## src/rtl/xbw_pkg.sv

```systemverilog
package xbw_pkg;
  parameter int ADDR_W = 16;
  parameter int DATA_W = 8;
  parameter int SYNC_STAGES = 2;
endpackage

```

## src/rtl/xbw_bus_sync.sv

```systemverilog
module xbw_bus_sync #(
  parameter int ADDR_W = xbw_pkg::ADDR_W,
  parameter int DATA_W = xbw_pkg::DATA_W,
  parameter int STAGES = xbw_pkg::SYNC_STAGES
) (
  input  logic              clk,
  input  logic              rst,
  input  logic              phi_i,
  input  logic              rw_i,
  input  logic [ADDR_W-1:0] addr_i,
  input  logic [DATA_W-1:0] data_i,
  output logic              phi_q,
  output logic              rw_q,
  output logic [ADDR_W-1:0] addr_q,
  output logic [DATA_W-1:0] data_q,
  output logic              phi_fall
);
  localparam int LAST = STAGES - 1;

  logic              phi_s  [STAGES];
  logic              rw_s   [STAGES];
  logic [ADDR_W-1:0] addr_s [STAGES];
  logic [DATA_W-1:0] data_s [STAGES];
  logic              phi_prev;

  genvar g;
  generate
    for (g = 0; g < STAGES; g++) begin : g_stage
      always_ff @(posedge clk) begin
        if (rst) begin
          phi_s[g]  <= 1'b0;
          rw_s[g]   <= 1'b0;
          addr_s[g] <= '0;
          data_s[g] <= '0;
        end else if (g == 0) begin
          phi_s[g]  <= phi_i;
          rw_s[g]   <= rw_i;
          addr_s[g] <= addr_i;
          data_s[g] <= data_i;
        end else begin
          phi_s[g]  <= phi_s[(g == 0) ? 0 : g-1];
          rw_s[g]   <= rw_s[(g == 0) ? 0 : g-1];
          addr_s[g] <= addr_s[(g == 0) ? 0 : g-1];
          data_s[g] <= data_s[(g == 0) ? 0 : g-1];
        end
      end
    end
  endgenerate

  always_ff @(posedge clk) begin
    if (rst) phi_prev <= 1'b0;
    else     phi_prev <= phi_s[LAST];
  end

  assign phi_q    = phi_s[LAST];
  assign rw_q     = rw_s[LAST];
  assign addr_q   = addr_s[LAST];
  assign data_q   = data_s[LAST];
  assign phi_fall = phi_prev & ~phi_s[LAST];
endmodule

```

## src/rtl/xbw_select_latch.sv

```systemverilog
module xbw_select_latch #(
  parameter int              ADDR_W   = xbw_pkg::ADDR_W,
  parameter int              DATA_W   = xbw_pkg::DATA_W,
  parameter logic [ADDR_W-1:0] SEL_ADDR = 16'hD1FF,
  parameter int              SEL_BIT  = 7
) (
  input  logic              clk,
  input  logic              rst,
  input  logic              strobe_i,
  input  logic              rw_i,
  input  logic [ADDR_W-1:0] addr_i,
  input  logic [DATA_W-1:0] data_i,
  output logic              sel_o
);
  localparam logic [DATA_W-1:0] OWN_MASK = DATA_W'(1) << SEL_BIT;

  logic hit_wr;
  logic own_val;

  assign hit_wr  = strobe_i && !rw_i && (addr_i == SEL_ADDR);
  assign own_val = |(data_i & OWN_MASK);

  always_ff @(posedge clk) begin
    if (rst)         sel_o <= 1'b0;
    else if (hit_wr) sel_o <= own_val;
  end

  // the latch moves only on a captured write to its own address
  a_r3_sel_moves_on_strobe: assert property (@(posedge clk) disable iff (rst)
    !$stable(sel_o) |-> $past(strobe_i && !rw_i && addr_i == SEL_ADDR));
endmodule

```

## src/rtl/xbw_window_ctl.sv

```systemverilog
module xbw_window_ctl #(
  parameter int                ADDR_W   = xbw_pkg::ADDR_W,
  parameter int                WIN_AW   = 11,
  parameter logic [ADDR_W-1:0] WIN_BASE = 16'hD800,
  parameter logic [ADDR_W-1:0] SEL_ADDR = 16'hD1FF
) (
  input  logic              clk,
  input  logic              rst,
  input  logic              sel_i,
  input  logic              phi_i,
  input  logic              rw_i,
  input  logic [ADDR_W-1:0] addr_i,
  output logic [WIN_AW-1:0] rom_addr_o,
  output logic              xcvr_dir_o,
  output logic              xcvr_oe_n_o
);
  localparam int TAG_W = ADDR_W - WIN_AW;
  localparam logic [TAG_W-1:0] WIN_TAG = WIN_BASE[ADDR_W-1:WIN_AW];

  logic in_win;
  logic drive;

  assign in_win = (addr_i[ADDR_W-1:WIN_AW] == WIN_TAG);
  assign drive  = sel_i && rw_i && phi_i && in_win && (addr_i != SEL_ADDR);

  always_ff @(posedge clk) begin
    if (rst) begin
      xcvr_dir_o  <= 1'b0;
      xcvr_oe_n_o <= 1'b1;
      rom_addr_o  <= '0;
    end else begin
      xcvr_dir_o  <= drive;
      xcvr_oe_n_o <= !drive;
      rom_addr_o  <= addr_i[WIN_AW-1:0];
    end
  end

  // nothing outside the fully decoded window is ever driven
  a_r5_no_alias: assert property (@(posedge clk) disable iff (rst)
    (addr_i[ADDR_W-1:WIN_AW] != WIN_TAG) |=> xcvr_oe_n_o);
  // the select register address is left to other logic
  a_r6_sel_addr_quiet: assert property (@(posedge clk) disable iff (rst)
    (addr_i == SEL_ADDR) |=> xcvr_oe_n_o);
  // writes are never driven
  a_r7_no_write_drive: assert property (@(posedge clk) disable iff (rst)
    !rw_i |=> (xcvr_oe_n_o && !xcvr_dir_o));
  // PHI2 low releases the transceiver on the next edge
  a_r10_release: assert property (@(posedge clk) disable iff (rst)
    !phi_i |=> (xcvr_oe_n_o && !xcvr_dir_o));
endmodule

```

## src/rtl/xbus_rom_window.sv

```systemverilog
module xbus_rom_window #(
  parameter int                ADDR_W   = xbw_pkg::ADDR_W,
  parameter int                DATA_W   = xbw_pkg::DATA_W,
  parameter int                WIN_AW   = 11,
  parameter logic [ADDR_W-1:0] WIN_BASE = 16'hD800,
  parameter logic [ADDR_W-1:0] SEL_ADDR = 16'hD1FF,
  parameter int                SEL_BIT  = 7
) (
  input  logic              clk,
  input  logic              rst,
  input  logic              phi2_i,
  input  logic              rw_i,
  input  logic [ADDR_W-1:0] addr_i,
  input  logic [DATA_W-1:0] data_i,
  input  logic [DATA_W-1:0] rom_rdata_i,
  output logic [WIN_AW-1:0] rom_addr_o,
  output logic [DATA_W-1:0] data_o,
  output logic              xcvr_dir_o,
  output logic              xcvr_oe_n_o,
  output logic              sel_led_o
);
  logic              phi_q;
  logic              rw_q;
  logic [ADDR_W-1:0] addr_q;
  logic [DATA_W-1:0] data_q;
  logic              phi_fall;
  logic              sel;

  xbw_bus_sync #(
    .ADDR_W(ADDR_W), .DATA_W(DATA_W), .STAGES(xbw_pkg::SYNC_STAGES)
  ) u_sync (
    .clk(clk), .rst(rst),
    .phi_i(phi2_i), .rw_i(rw_i), .addr_i(addr_i), .data_i(data_i),
    .phi_q(phi_q), .rw_q(rw_q), .addr_q(addr_q), .data_q(data_q),
    .phi_fall(phi_fall)
  );

  xbw_select_latch #(
    .ADDR_W(ADDR_W), .DATA_W(DATA_W), .SEL_ADDR(SEL_ADDR), .SEL_BIT(SEL_BIT)
  ) u_sel (
    .clk(clk), .rst(rst),
    .strobe_i(phi_fall), .rw_i(rw_q), .addr_i(addr_q), .data_i(data_q),
    .sel_o(sel)
  );

  xbw_window_ctl #(
    .ADDR_W(ADDR_W), .WIN_AW(WIN_AW), .WIN_BASE(WIN_BASE), .SEL_ADDR(SEL_ADDR)
  ) u_win (
    .clk(clk), .rst(rst),
    .sel_i(sel), .phi_i(phi_q), .rw_i(rw_q), .addr_i(addr_q),
    .rom_addr_o(rom_addr_o), .xcvr_dir_o(xcvr_dir_o), .xcvr_oe_n_o(xcvr_oe_n_o)
  );

  always_ff @(posedge clk) begin
    if (rst) data_o <= '0;
    else     data_o <= rom_rdata_i;
  end

  assign sel_led_o = sel;

  // the transceiver is only enabled while the indicator shows selection
  a_r9_drive_needs_sel: assert property (@(posedge clk) disable iff (rst)
    !xcvr_oe_n_o |-> sel_led_o);
  // direction and enable always agree
  a_r4_dir_agrees: assert property (@(posedge clk) disable iff (rst)
    xcvr_dir_o |-> !xcvr_oe_n_o);
endmodule

```

## config.mk

```make
export PLATFORM = sky130hd
export DESIGN_NAME = xbus_rom_window
export DESIGN_NICKNAME = d
export VERILOG_FILES = /design/src/rtl/xbw_pkg.sv /design/src/rtl/xbw_bus_sync.sv /design/src/rtl/xbw_select_latch.sv /design/src/rtl/xbw_window_ctl.sv /design/src/rtl/xbus_rom_window.sv
export SDC_FILE = /design/constraint.sdc
export NUM_CORES = 1
export LEC_CHECK = 0
export ABC_AREA = 1
export BUFFER_PORTS_ARGS = -buffer_cell sky130_fd_sc_hd__buf_2
export CORE_UTILIZATION = 38
export CTS_CLUSTER_SIZE = 28
export DETAILED_ROUTE_END_ITERATION = 12
export PLACE_DENSITY = 0.6
export SETUP_SLACK_MARGIN = 0.1
export SLEW_MARGIN = 25
export SYNTH_ARGS = -nofsm -noshare
export SYNTH_HDL_FRONTEND = slang
export SYNTH_HIERARCHICAL = 1
export SYNTH_SLANG_ARGS = --single-unit
export TNS_END_PERCENT = 50
```

## constraint.sdc

```tcl
create_clock -name clk -period 1.15 [get_ports clk]
set_input_delay 0.115 -clock clk [delete_from_list [all_inputs] [get_ports clk]]
set_output_delay 0.115 -clock clk [all_outputs]
set_load 0.1 [all_outputs]
```

==> flow_summary.yaml <==
route:
  drtIter0Drc: 47
  viasPerCell: 3.666
  drtAntennaViolNets: 0
  drcViolationCount: 0
  drt_wl_total_microns: 3290
  vias: 1426
  drt_first_pass_iters: 4
  routedWlPerCell_microns: 8.458
global_route:
  grtUsageTotal: 0.1364
  grt_max_degree: 24
  grt_pass1_wl_microns: 5340
  antenna_found_initial: 0
  grt_overflow: 0
  grt_pass1_vias: 1317
final_layout:
  stdcell_area_sq_mm: 0.002964
  syn_to_final_growth_pct: 51.18
  diodes: 0
  drive_above_1_share: 0.2267
  layout.nets: 353
  fill_cells: 418
  final_cells: 389
worst_hold_path:
  min_path_type: "primary input to register"
  hold_path_depth: 3
  hp-start: "addr_i[2]"
  min_to: "u_sync/addr_s[0][2]"
cts:
  cts.sinks: 61
  clk_pin_slew_worst_paths_ns: 0.06
  clockRootBuffer: "clkbuf_8"
  clock_latency_ns: 0.32
  cts_max_path_buffers: 2
  cts-buffers-inserted: 9
  htreeDepth: 3
  cts_tree: "built"
worst_setup_path:
  r2r_cells: 6
  required_ns: 1.03
  crit_slowest_cell: "dfxtp_1"
  regToRegStartpoint: "u_sync/phi_s[1]"
  critPathMaxStageDelay_ns: 0.31
  crit_buf_inv: 1
  path_cells: "buf_4"
  criticalPathCategory: "register to primary output"
  setup.worst_path.end_class: "primary output"
  crit_family: "flip-flops"
  startpoint_type: "register"
  r2r_end: "u_sel/sel_o"
  arrival_ns: 0.91
  crit_fanout: 1
  r2r_slack_ns: 0.22
sta:
  relSlewSlack: 0.7511
  finalSetupTns_ns: 0
  setup_viol: 0
  rsz0062_at_grt: "true"
  setup_ws_ns: 0.1273
  tightest_slew_ns: 0.3733
  finalCriticalPeriod_ns: 1.023
  hold_violations: 0
  slew_violations: 0
  skew_ns: 0.006954
  max_freq_mhz: 977.8
  post-route-period-util: 0.8893
status:
  outcome: "finished, final reports clean"
floorplanning:
  die_x_microns: 73.83
  floorplan.rows: 25
  initial_core_util: 0.4044
  boundaryPins: 58
  die_h_microns: 73.83
  dieArea_sq_mm: 0.005451
  coreArea_sq_mm: 0.004848
yosys:
  synth_nets: 272
  syn_area_sq_mm: 0.001961
  syn_inst: 236
  synth_area_per_cell_sq_um: 8.308
  yosys_warnings: 6
place:
  place_inst: 347
  place_ws_ns: 0.2246
  place_congestion: 0.7218
  port-buffer-count: 50
  dp_hpwl_microns: 1998
  placed_area_sq_mm: 0.002400
power_and_ir_drop:
  pwr-share-clk: 0.451
  internal-power_mw: 3.898
  p_per_area_mw_per_mm2: 1680
  power.total_mw: 4.980
  vdd_drop_max_uv: 699.4
  p_leak_nw: 1.462
  p_comb_frac: 0.100
  p_sw_frac: 0.2173
  pwr-share-seq: 0.450
  power.net_switching_mw: 1.082
flow_run:
  maxCapViolCount: 0
cell usage in the layout, fill, tap and decap left out, drive strengths merged:
master	instances
nor2	70
nand2	18
dfxtp	61
inv	74
dlygate4sd3	26
clkbuf	12
nand3	2
a21oi	1
clkinv	1
buf	52
nand4	2
bufinv	3
worst max path at each step:
stage	startpoint	endpoint	slack, ns	cells past startpoint
after floorplan	data_o[0]	data_o[0]	0.13	0
after global placement	u_sync/phi_s[1]	u_sel/sel_o	0.25	6
after detailed placement	u_sync/phi_s[1]	u_sel/sel_o	0.22	6
after CTS	data_o[6]	data_o[6]	0.10	1
after global routing	data_o[4]	data_o[4]	0.08	1
final	u_win/rom_addr_o[2]	rom_addr_o[2]	0.13	1
power groups by stage:
| stage | clock (mW) | combinational (mW) | sequential, mW |
|---|---|---|---|
| finish | 2.24 | 0.498 | 2.24 |
| global placement | 0 | 0.404 | 2.28 |
| floorplan | 0 | 0.128 | 2.46 |
| global route | 2.40 | 0.537 | 2.25 |
| detailed placement | 0 | 0.409 | 2.28 |
| CTS | 2.32 | 0.493 | 2.24 |
worst reg2reg max path, cell delays in order, from the launching register on:
cell and delay (ns):
dfxtp_1 0.32, nor2_1 0.10, nand2_1 0.09, nor2_4 0.12
nand4_1 0.09, nand2_1 0.07, nor2_1 0.03
sequential cells by signal, summed over array words and instances (netlist names):
signal / flops
u_win/rom_addr_o: 11
u_win/xcvr_dir_o: 1
u_sel/sel_o: 1
data_o: 8
u_sync/data_s: 2
u_sync/phi_prev: 1
u_sync/rw_s: 2
u_sync/phi_s: 2
u_win/xcvr_oe_n_o: 1
u_sync/addr_s: 32
per-layer routing:
metal | track usage | part of all wire | vias to the layer above
li1 | - | - | 801
met1 | 0.1359 | 0.43 | 584
met2 | 0.2334 | 0.52 | 37
met3 | 0.05898 | 0.036 | 4
met4 | 0.08333 | 0.016 | 0
met5 | 0 | 0 | -
per-stage QoR:
step,utilization,hold WS (ns)
4_1_cts,0.6090,0.005461
5_1_grt,0.6114,0.01866
6_report,0.6114,0.01654
3_3_place_gp,0.4950,0.3151
2_1_floorplan,-,0.1863
3_5_place_dp,0.4950,0.3211
final cells by class:
cell class / count / area [sq um] / area share
sequential: 61 / 1222 / 0.4124
clock inverter: 4 / 95.09 / 0.03208
timing repair buffer: 78 / 764.5 / 0.2579
inverter: 74 / 277.8 / 0.09371
clock buffer: 12 / 145.1 / 0.04897
multi-input combinational: 93 / 375.4 / 0.1266
tap: 67 / 83.83 / 0.02828
timing repair:
| item | CTS | global route |
|---|---|---|
| pin swaps | 0 | 0 |
| setup endpoints to repair | 12 | 7 |
| gates resized for setup | 18 | 3 |
| setup buffers | 0 | 0 |
| hold endpoints to repair | 26 | 0 |
| hold buffers | 26 | 0 |
Power figures use the tool's default switching activity.
